### config.mk
export PLATFORM = sky130hd
export DESIGN_NAME = sector_mark_decoder
export DESIGN_NICKNAME = d
export VERILOG_FILES = /design/src/rtl/sector_mark_decoder.sv
export SDC_FILE = /design/constraint.sdc
export NUM_CORES = 1
export LEC_CHECK = 0
export CAP_MARGIN = 20
export CORE_UTILIZATION = 45
export DETAILED_ROUTE_END_ITERATION = 16
export PLACE_DENSITY = 0.75
export SETUP_SLACK_MARGIN = 0.15
export SYNTH_ARGS = -nofsm -noshare
export SYNTH_HDL_FRONTEND = slang
export SYNTH_SLANG_ARGS = --single-unit
### constraint.sdc
create_clock -name clk -period 2.32 [get_ports clk]
set_clock_uncertainty 0.1 [all_clocks]
set_input_delay 0.464 -clock clk [delete_from_list [all_inputs] [get_ports clk]]
set_output_delay 0.464 -clock clk [all_outputs]
set_load 0.05 [all_outputs]
### src/rtl/sector_mark_decoder.sv
module sector_mark_decoder #(
  parameter int INNER_SECTORS = 12,
  parameter int OUTER_SECTORS = 20,
  parameter int GAP_MIN       = 4,
  localparam int MAXN = (INNER_SECTORS > OUTER_SECTORS) ? INNER_SECTORS : OUTER_SECTORS,
  localparam int CW   = $clog2(MAXN + 1)
) (
  input  logic          clk,
  input  logic          rst_n,
  input  logic          bit_valid,
  input  logic          bit_in,
  input  logic          zone_sel,
  output logic          index_pulse,
  output logic          sector_pulse,
  output logic [CW-1:0] sector_num,
  output logic          frame_err
);
  localparam int GW = $clog2(GAP_MIN + 1);
  localparam logic [GW-1:0] GAP_V  = GW'(GAP_MIN);
  localparam logic [CW-1:0] CNT_MX = '1;
  localparam logic [CW-1:0] IN_N   = CW'(INNER_SECTORS);
  localparam logic [CW-1:0] OUT_N  = CW'(OUTER_SECTORS);
  localparam logic [3:0] MK_IDX = 4'b1111;
  localparam logic [3:0] MK_OUT = 4'b1011;
  localparam logic [3:0] MK_IN  = 4'b1101;

  logic [GW-1:0] zrun;
  logic          busy, seen;
  logic [1:0]    pos;
  logic [2:0]    win;
  logic [CW-1:0] cnt_in, cnt_out;

  wire       start  = bit_valid && !busy && bit_in && (zrun >= GAP_V);
  wire       done   = bit_valid && busy && (pos == 2'd3);
  wire [3:0] code   = {win, bit_in};
  wire       hit_ix = done && (code == MK_IDX);
  wire       hit_o  = done && (code == MK_OUT);
  wire       hit_i  = done && (code == MK_IN);
  wire       bad    = done && !(hit_ix || hit_o || hit_i);
  wire       cnterr = hit_ix && seen && ((cnt_in != IN_N) || (cnt_out != OUT_N));

  assign sector_num = zone_sel ? cnt_out : cnt_in;

  always_ff @(posedge clk) begin
    if (!rst_n) begin
      zrun <= '0; busy <= 1'b0; pos <= '0; win <= '0; seen <= 1'b0;
      cnt_in <= '0; cnt_out <= '0;
      index_pulse <= 1'b0; sector_pulse <= 1'b0; frame_err <= 1'b0;
    end else begin
      if (bit_valid && !busy) begin
        if (bit_in) zrun <= '0;
        else if (zrun < GAP_V) zrun <= zrun + 1'b1;
      end
      if (start) begin
        busy <= 1'b1; pos <= 2'd1; win <= 3'b001;
      end else if (done) begin
        busy <= 1'b0; pos <= '0; zrun <= '0;
      end else if (bit_valid && busy) begin
        pos <= pos + 1'b1; win <= {win[1:0], bit_in};
      end
      if (hit_ix) begin
        cnt_in <= '0; cnt_out <= '0; seen <= 1'b1;
      end
      if (hit_o && cnt_out != CNT_MX) cnt_out <= cnt_out + 1'b1;
      if (hit_i && cnt_in != CNT_MX) cnt_in <= cnt_in + 1'b1;
      index_pulse  <= hit_ix;
      sector_pulse <= zone_sel ? hit_o : hit_i;
      frame_err    <= bad || cnterr;
    end
  end


  mark_excl_chk: assert property (@(posedge clk) disable iff (!rst_n)
    !(index_pulse && sector_pulse));

  index_zero_chk: assert property (@(posedge clk) disable iff (!rst_n)
    index_pulse |-> sector_num == '0);

  strobe_src_chk: assert property (@(posedge clk) disable iff (!rst_n)
    (index_pulse || sector_pulse || frame_err) |-> $past(bit_valid));

  step_chk: assert property (@(posedge clk) disable iff (!rst_n)
    (sector_pulse && $stable(zone_sel) && $past(sector_num) != CNT_MX)
      |-> sector_num == $past(sector_num) + 1'b1);

  hold_chk: assert property (@(posedge clk) disable iff (!rst_n)
    (!sector_pulse && !index_pulse && $stable(zone_sel)) |-> $stable(sector_num));
endmodule

==> flow_summary.json, run 1 <==
{
  "outcome": "completed",
  "critical-path-max-stage-delay_ns": 0.51,
  "r2r_end": "cnt_out[3]",
  "antenna_found_initial": 0,
  "die_area_mm2": 0.00315,
  "grt.total_usage": 0.191,
  "grt.overflow.total": 0,
  "dr.pass1.iters": 4,
  "ff2ff_setup_slack_ns": 0.27,
  "synth_edf_count": 0,
  "io_buffer_count": 12,
  "area_growth_pct": 14.1,
  "setup_ws_ns": 0.271,
  "ys_types": 43,
  "die_w_um": 56.1,
  "crit_path_start_kind": "flip-flop",
  "hp-class": "flip-flop to flip-flop",
  "leakagePower_nw": 0.565,
  "r2r-start": "cnt_out[0]",
  "avgSynthCellArea_um2": 8.84,
  "antenna_cells": 0,
  "worst_path_dominant_cell_family": "simple AND/OR/NAND/NOR gates",
  "setup_viol": 0,
  "hold_start": "seen",
  "cts.sinks": 23,
  "routed_wl_mm": 2.78,
  "grt_pass1_vias": 1084,
  "endpoint_kind": "flip-flop",
  "critPathArrivalTime_ns": 2.20,
  "floorplan.initialDensity": 0.478,
  "core_area_mm2": 0.00276,
  "clockRootBuffer": "clkbuf_4",
  "netlist_instances": 149,
  "hold_path_end": "frame_err",
  "power.density_mw_per_mm2": 431,
  "finalHoldViolations": 0,
  "crit_slowest_cell": "or4b_1",
  "rsz0062_at_grt": "no",
  "via_count": 1158,
  "rows": 19,
  "yosys_warnings": 0,
  "final_nets": 174,
  "ctsHoldBuffers": 0,
  "remaining_drc_errors": 0,
  "dp_hpwl_mm": 2.04,
  "cap_violations": 0,
  "yosys.area.top_type_share": 0.349,
  "cp_max_fo": 7,
  "synthesis.area_mm2": 0.00132,
  "gp_routability_congestion": 0.881,
  "dr.first_iter.drc_count": 30,
  "yosysSeqAreaShare": 0.349,
  "dieHeight_um": 56.1,
  "vdd_drop_max_uv": 264,
  "crit_type": "flip-flop to flip-flop",
  "wl_per_cell_um": 14.6,
  "report.final.slew_viol_count": 0,
  "cp.depth": 6,
  "synth_nets": 162,
  "final_cell_mix": "dfxtp_1, nor2_1, nand2_1, o21ai_0, a31oi_1",
  "cts_tree": "done",
  "ff2ff_path_depth": 6,
  "htree_levels": 1,
  "period_minus_slack_ns": 2.05,
  "fin_setup_tns_ns": 0,
  "min_period_over_period": 0.883,
  "clock_latency_ns": 0.31,
  "drive_gt1_frac": 0.144,
  "grt_max_degree": 19,
  "synthArstFlopShare": 0,
  "dp_slack_ns": 0.0926,
  "synth_top_flop_cell": "dfxtp_1",
  "final_common_cell": "dfxtp_1",
  "worstPathRequired_ns": 2.47,
  "ys_ff_latch": 23,
  "num_io_pins": 13,
  "clkTransAtPathRegs_ns": 0.12,
  "vias_per_cell": 6.06,
  "path_cells": "ha_1 > and3_1 > ha_2 > nand4b_1 > or4b_1 > a31oi_1",
  "crit_path_start": "cnt_out[0]",
  "drtAntennaViolNets": 0,
  "synthTopCellsByArea": "dfxtp_1, ha_1, a31oi_1, o21ai_0, mux2_2",
  "cts_setup_buffers": 0,
  "critical_path_buf_inv_count": 0,
  "numCtsBuffers": 3,
  "fmax_mhz": 488,
  "clk_path_buf_depth": 2,
  "grt_pass1_wl_mm": 4.77,
  "slew_headroom": 0.627,
  "tightestPinTransition_ns": 0.558,
  "hold_path_depth": 2,
  "fillerInstances": 253,
  "synth_largest_area_cell": "dfxtp_1"
}
[registers in the layout, summed over array words and instances (netlist names)]
name,flops
index_pulse,1
seen,1
zrun,3
cnt_in,5
cnt_out,5
busy,1
win,3
pos,2
frame_err,1
sector_pulse,1
[cell usage after synthesis, types with 4 or more instances]
cell / n
nand2_1: 10
dfxtp_1: 23
inv_1: 7
mux2i_1: 4
a31oi_1: 8
buf_2: 4
mux2_2: 4
nand4b_1: 4
a21oi_1: 4
nor2_1: 11
nand3_1: 6
o21ai_0: 10
ha_1: 8
[layout make-up]
type	instances	area [um^2]	share of cell area
inverters	8	30.0	0.0200
repair buffers	16	161	0.107
clock buffers	4	26.3	0.0175
flip-flops and latches	23	463	0.308
well taps	31	38.8	0.0258
multi-input cells	109	783	0.521
[how the worst max path moves through the flow]
stage	end	slack [ns]
after floorplan	sector_num[0]	0.01
after global placement	sector_num[4]	0.13
after detailed placement	sector_num[2]	0.09
after CTS	cnt_out[3]	0.17
after global routing	cnt_out[3]	0.19
final	cnt_out[3]	0.27
[layer usage]
metal  global-route usage  share of wire  wire (um)
met1                0.239           0.47       1300
met2                0.315           0.47       1320
met3               0.0256          0.036        101
met4                0.108          0.022         61
met5                    0              0          0
[tightest hold or removal path, stage by stage, from the launching register on]
cell	delay, ns
dfxtp_1	0.33
o2111ai_1	0.08
a21oi_1	0.07
[power breakdown]
| part | switching (mW) | internal [mW] |
|---|---|---|
| combinational | 0.0297 | 0.0239 |
| sequential | 0.00740 | 0.401 |
| clock | 0.118 | 0.0672 |
[kinds of logic (layout without fill, tap and decap cells)]
group,count (synthesis),in the layout,synth area share
compound gates,32,32,0.161
xor+xnor,1,1,0.00665
fa+ha+maj,8,8,0.0760
buf+inv,17,28,0.0579
flops,23,23,0.349
mux,8,8,0.0646
simple gates,60,60,0.285
[per-stage QoR]
stage	cells	util	power [mW]	cell area (um^2)	hold WS [ns]
final	191	0.545	0.647	1500	0.405
after global routing	191	0.545	0.676	1500	0.419
after CTS	191	0.543	0.659	1500	0.404
after detailed placement	187	0.534	0.471	1470	0.382
after global placement	187	0.534	0.468	1470	0.363
after floorplan	149	-	0.449	1320	0.336
[what timing repair did]
action                                  CTS  global route
gates cloned                              0             0
endpoints found under the setup margin    3             1
gates resized for setup                   1             3
No activity file was read; power rests on OpenSTA's default activity.
==> run 2: changes to the inputs <==
CORE_UTILIZATION = 55   (was 45)
HOLD_SLACK_MARGIN = 0.15   (was default)
PLACE_DENSITY = 0.87   (was 0.75)
==> run 2 against run 1 <==
  * Sequential power is essentially flat
  * Core utilization grew 13 points
  * Die area shrank 18%
  * Largest power group unchanged
  * Highest routed layer unchanged
==> flow_summary.json, run 2 (synthesis results as in run 1) <==
{
  "drive_gt1_frac": 0.149,
  "setup_viol": 0,
  "via_count": 1168,
  "ctsHoldBuffers": 0,
  "ff2ff_path_depth": 6,
  "num_io_pins": 13,
  "floorplan.initialDensity": 0.590,
  "dp_hpwl_mm": 2.07,
  "die_w_um": 50.9,
  "cts_tree": "done",
  "rows": 17,
  "crit_path_start_kind": "flip-flop",
  "finalHoldViolations": 0,
  "outcome": "completed",
  "area_growth_pct": 14.5,
  "fin_setup_tns_ns": 0,
  "clkTransAtPathRegs_ns": 0.13,
  "io_buffer_count": 12,
  "hp-class": "flip-flop to flip-flop",
  "clk_path_buf_depth": 2,
  "fmax_mhz": 495,
  "crit_slowest_cell": "or4b_1",
  "crit_type": "flip-flop to flip-flop",
  "postLayoutCoreUtil": 0.676,
  "htree_levels": 1,
  "fillerInstances": 181,
  "whs_ns": 0.394,
  "r2r_end": "cnt_out[3]",
  "remaining_drc_errors": 0,
  "rsz0062_at_grt": "no",
  "tightestPinTransition_ns": 0.596,
  "power.density_mw_per_mm2": 430,
  "hold_path_end": "pos[1]",
  "grt_pass1_wl_mm": 4.64,
  "grt.overflow.total": 0,
  "drtAntennaViolNets": 0,
  "dr.first_iter.drc_count": 34,
  "hold_start": "pos[1]",
  "grt.total_usage": 0.241,
  "core_area_mm2": 0.00223,
  "numCtsBuffers": 3,
  "final_cell_mix": "dfxtp_1, nor2_1, nand2_1, o21ai_0",
  "final_nets": 175,
  "r2r-start": "cnt_out[1]",
  "grt_max_degree": 19,
  "vias_per_cell": 6.18,
  "clockRootBuffer": "clkbuf_4",
  "cp_max_fo": 7,
  "clock_latency_ns": 0.32,
  "die_area_mm2": 0.00260,
  "report.final.slew_viol_count": 0,
  "min_period_over_period": 0.871,
  "gp_routability_congestion": 0.860,
  "cap_violations": 0,
  "cts.sinks": 23,
  "dieHeight_um": 50.9,
  "critical-path-max-stage-delay_ns": 0.52,
  "routed_wl_mm": 2.77,
  "period_minus_slack_ns": 2.02,
  "top_regs": "cnt_in x5, cnt_out x5",
  "endpoint_kind": "flip-flop",
  "grt_pass1_vias": 1057,
  "critPathArrivalTime_ns": 2.16,
  "vdd_drop_max_uv": 435,
  "ff2ff_setup_slack_ns": 0.30,
  "final_common_cell": "dfxtp_1",
  "path_cells": "ha_1 > and3_1 > ha_2 > nand4b_1 > or4b_1 > a31oi_1",
  "leakagePower_nw": 0.570,
  "worstPathRequired_ns": 2.46,
  "hold_path_depth": 2,
  "dr.pass1.iters": 4,
  "wl_per_cell_um": 14.7,
  "antenna_found_initial": 0,
  "antenna_cells": 0,
  "slew_headroom": 0.602
}
-- run 2: cell count changes in the layout (fill, tap and decap cells not counted), sizes merged --
| cell | delta |
|---|---|
| buf | +1 |
-- run 2: how the worst max path moves through the flow --
| stage | from | to |
|---|---|---|
| after floorplan | zone_sel | sector_num[0] |
| after global placement | zone_sel | sector_num[3] |
| after detailed placement | zone_sel | sector_num[3] |
| after CTS | cnt_out[1] | cnt_out[3] |
| after global routing | cnt_out[1] | cnt_out[3] |
| final | cnt_out[1] | cnt_out[3] |
-- run 2: repair_timing --
action	in CTS	in global routing
hold endpoints to repair	0	0
pin swaps	0	1
gates resized for setup	2	3
setup endpoints to repair	4	1
setup buffers	0	1
-- run 2: final cells by class --
| class | count | area [um^2] | share of cell area |
|---|---|---|---|
| clock buffers | 4 | 26.3 | 0.0174 |
| repair buffers | 17 | 169 | 0.112 |
| well taps | 28 | 35.0 | 0.0232 |
| flip-flops and latches | 23 | 465 | 0.308 |
| multi-input cells | 109 | 783 | 0.519 |
| inverters | 8 | 30.0 | 0.0199 |
-- run 2: stage by stage --
step | power (mW) | worst slack, ns | cells | area [um^2]
5_1_grt | 0.675 | 0.159 | 189 | 1510
3_5_place_dp | 0.470 | 0.104 | 184 | 1470
6_report | 0.648 | 0.300 | 189 | 1510
4_1_cts | 0.651 | 0.177 | 188 | 1500
3_3_place_gp | 0.467 | 0.136 | 184 | 1470
2_1_floorplan | 0.449 | 0.0109 | 149 | 1320
-- run 2: power by group --
group          internal, mW  switching (mW)
sequential            0.400         0.00724
clock                0.0672           0.121
combinational        0.0228          0.0304
-- run 2: critical path, delay by kind of cell (launching register included) --
kind | cells | cell delay [ns]
AND/OR/NAND/NOR | 3 | 0.91
AO/OA/AOI/OAI | 1 | 0.16
adder cells (fa/ha/maj) | 2 | 0.41
flip-flops | 1 | 0.37
-- run 2: per-layer routing --
layer / part of all wire / wire length [um] / global-route usage
met1: 0.45 / 1250 / 0.293
met2: 0.50 / 1390 / 0.408
met3: 0.034 / 93 / 0.0417
met4: 0.013 / 36 / 0.116
met5: 0 / 0 / 0
==> run 3: changes to the inputs <==
CORE_UTILIZATION = 60   (was 55)
DONT_BUFFER_PORTS = 1   (was default)
PLACE_DENSITY = 0.86   (was 0.87)
SKIP_LAST_GASP = 1   (was default)
==> run 3 against run 2 <==
  * Die area down 8.0%
  * Fmax is 2.4% lower
  * Flip-flop and latch count unchanged
  * Sequential power hardly changed
  * Power is 3.1% lower
  * Wire length rose by 3.5%
  * Via count decreased by 3.0%
  * Core utilization down 0.73 points
  * Largest power group unchanged
  * Critical path type unchanged
  * Register-to-register slack worse by 0.05 ns
==> flow_summary.json, run 3 (synthesis results as in run 1) <==
{
  "outcome": "completed",
  "clockRootBuffer": "clkbuf_4",
  "gp_routability_congestion": 0.869,
  "clk_path_buf_depth": 2,
  "rsz0062_at_grt": "no",
  "fin_setup_tns_ns": 0,
  "critical-path-max-stage-delay_ns": 0.53,
  "clock_latency_ns": 0.31,
  "final_nets": 160,
  "dieHeight_um": 48.9,
  "cap_violations": 0,
  "postLayoutCoreUtil": 0.668,
  "num_io_pins": 13,
  "drive_gt1_frac": 0.110,
  "floorplan.initialDensity": 0.652,
  "remaining_drc_errors": 0,
  "ctsHoldBuffers": 0,
  "clkTransAtPathRegs_ns": 0.12,
  "crit_path_start_kind": "flip-flop",
  "placed_cell_area_mm2": 0.00132,
  "final_common_cell": "dfxtp_1",
  "worstPathRequired_ns": 2.47,
  "fmax_mhz": 483,
  "numCtsBuffers": 3,
  "routed_wl_mm": 2.87,
  "cts_tree": "done",
  "antenna_found_initial": 0,
  "core_area_mm2": 0.00202,
  "die_w_um": 48.9,
  "final_cell_mix": "dfxtp_1, nor2_1, nand2_1",
  "endpoint_kind": "flip-flop",
  "min_period_over_period": 0.892,
  "cts_setup_buffers": 0,
  "finalHoldViolations": 0,
  "grt.overflow.total": 0,
  "period_minus_slack_ns": 2.07,
  "top_regs": "cnt_in x5, cnt_out x5",
  "critPathArrivalTime_ns": 2.22,
  "wl_per_cell_um": 16.6,
  "cts-resized-gates": 0,
  "dp_hpwl_mm": 2.06,
  "io_buffer_count": 0,
  "via_count": 1133,
  "crit_slowest_cell": "or4b_1",
  "report.final.slew_viol_count": 0,
  "path_cells": "ha_1 > and3_1 > ha_2 > nand4b_1 > or4b_1 > a31oi_1",
  "rows": 16,
  "dr.first_iter.drc_count": 61,
  "cp_max_fo": 7,
  "antenna_cells": 0,
  "fillerInstances": 178,
  "dr.pass1.iters": 4,
  "area_growth_pct": 2.56,
  "leakagePower_nw": 0.499,
  "stdcell_area_mm2": 0.00135,
  "slew_headroom": 0.590,
  "drtAntennaViolNets": 0,
  "grt_pass1_wl_mm": 4.75,
  "grt.total_usage": 0.255,
  "tightestPinTransition_ns": 0.614,
  "die_area_mm2": 0.00239,
  "power.density_mw_per_mm2": 465,
  "cts.sinks": 23,
  "hp-class": "input pin to flip-flop",
  "vdd_drop_max_uv": 401,
  "crit_type": "flip-flop to flip-flop",
  "htree_levels": 1,
  "setup_viol": 0,
  "vias_per_cell": 6.55,
  "grt_pass1_vias": 1060,
  "grt_max_degree": 19
}
-- run 3: critical path: cells and delay by family (launching register included) --
| family | cells | cell delay, ns |
|---|---|---|
| AND/OR/NAND/NOR | 3 | 0.92 |
| adder cells (fa/ha/maj) | 2 | 0.44 |
| flip-flops | 1 | 0.38 |
| AO/OA/AOI/OAI | 1 | 0.17 |
-- run 3: final timing paths --
path	cells after the start	slack [ns]	endpoint	startpoint
min	2	0.17	index_pulse	rst_n
min reg2reg	2	0.38	pos[1]	pos[1]
max reg2reg	6	0.25	cnt_out[3]	cnt_out[1]
max	6	0.25	cnt_out[3]	cnt_out[1]
-- run 3: metrics by stage --
stage | power, mW | std cells | setup slack, ns | hold WS, ns
6_report | 0.628 | 173 | 0.250 | 0.169
5_1_grt | 0.657 | 173 | 0.168 | 0.159
4_1_cts | 0.635 | 173 | 0.176 | 0.168
3_5_place_dp | 0.450 | 169 | 0.209 | 0.367
3_3_place_gp | 0.448 | 169 | 0.311 | 0.352
2_1_floorplan | 0.449 | 149 | 0.0109 | 0.336
-- run 3: power breakdown --
group	switching, mW	internal [mW]	total (mW)	leakage [nW]
clock	0.122	0.0645	0.187	0.0177
combinational	0.0200	0.0135	0.0335	0.295
sequential	0.00733	0.401	0.408	0.186
total	0.150	0.479	0.628	0.499
-- run 3: cell type report --
cell class                 instances  area, um^2  share of cell area
clock buffer                       3        22.5              0.0167
clock inverter                     1        5.00             0.00370
tap                               27        33.8              0.0250
sequential                        23         462               0.342
multi-input combinational        109         783               0.580
inverter                           8        30.0              0.0222
timing repair buffer               2        15.0              0.0111
-- run 3: per-layer routing --
metal / global-route usage / vias to the layer above / share of wire
met5: 0 / - / 0
met4: 0.0588 / 0 / 0.014
met3: 0.0810 / 7 / 0.053
met2: 0.447 / 33 / 0.52
met1: 0.301 / 546 / 0.41
li1: - / 547 / -
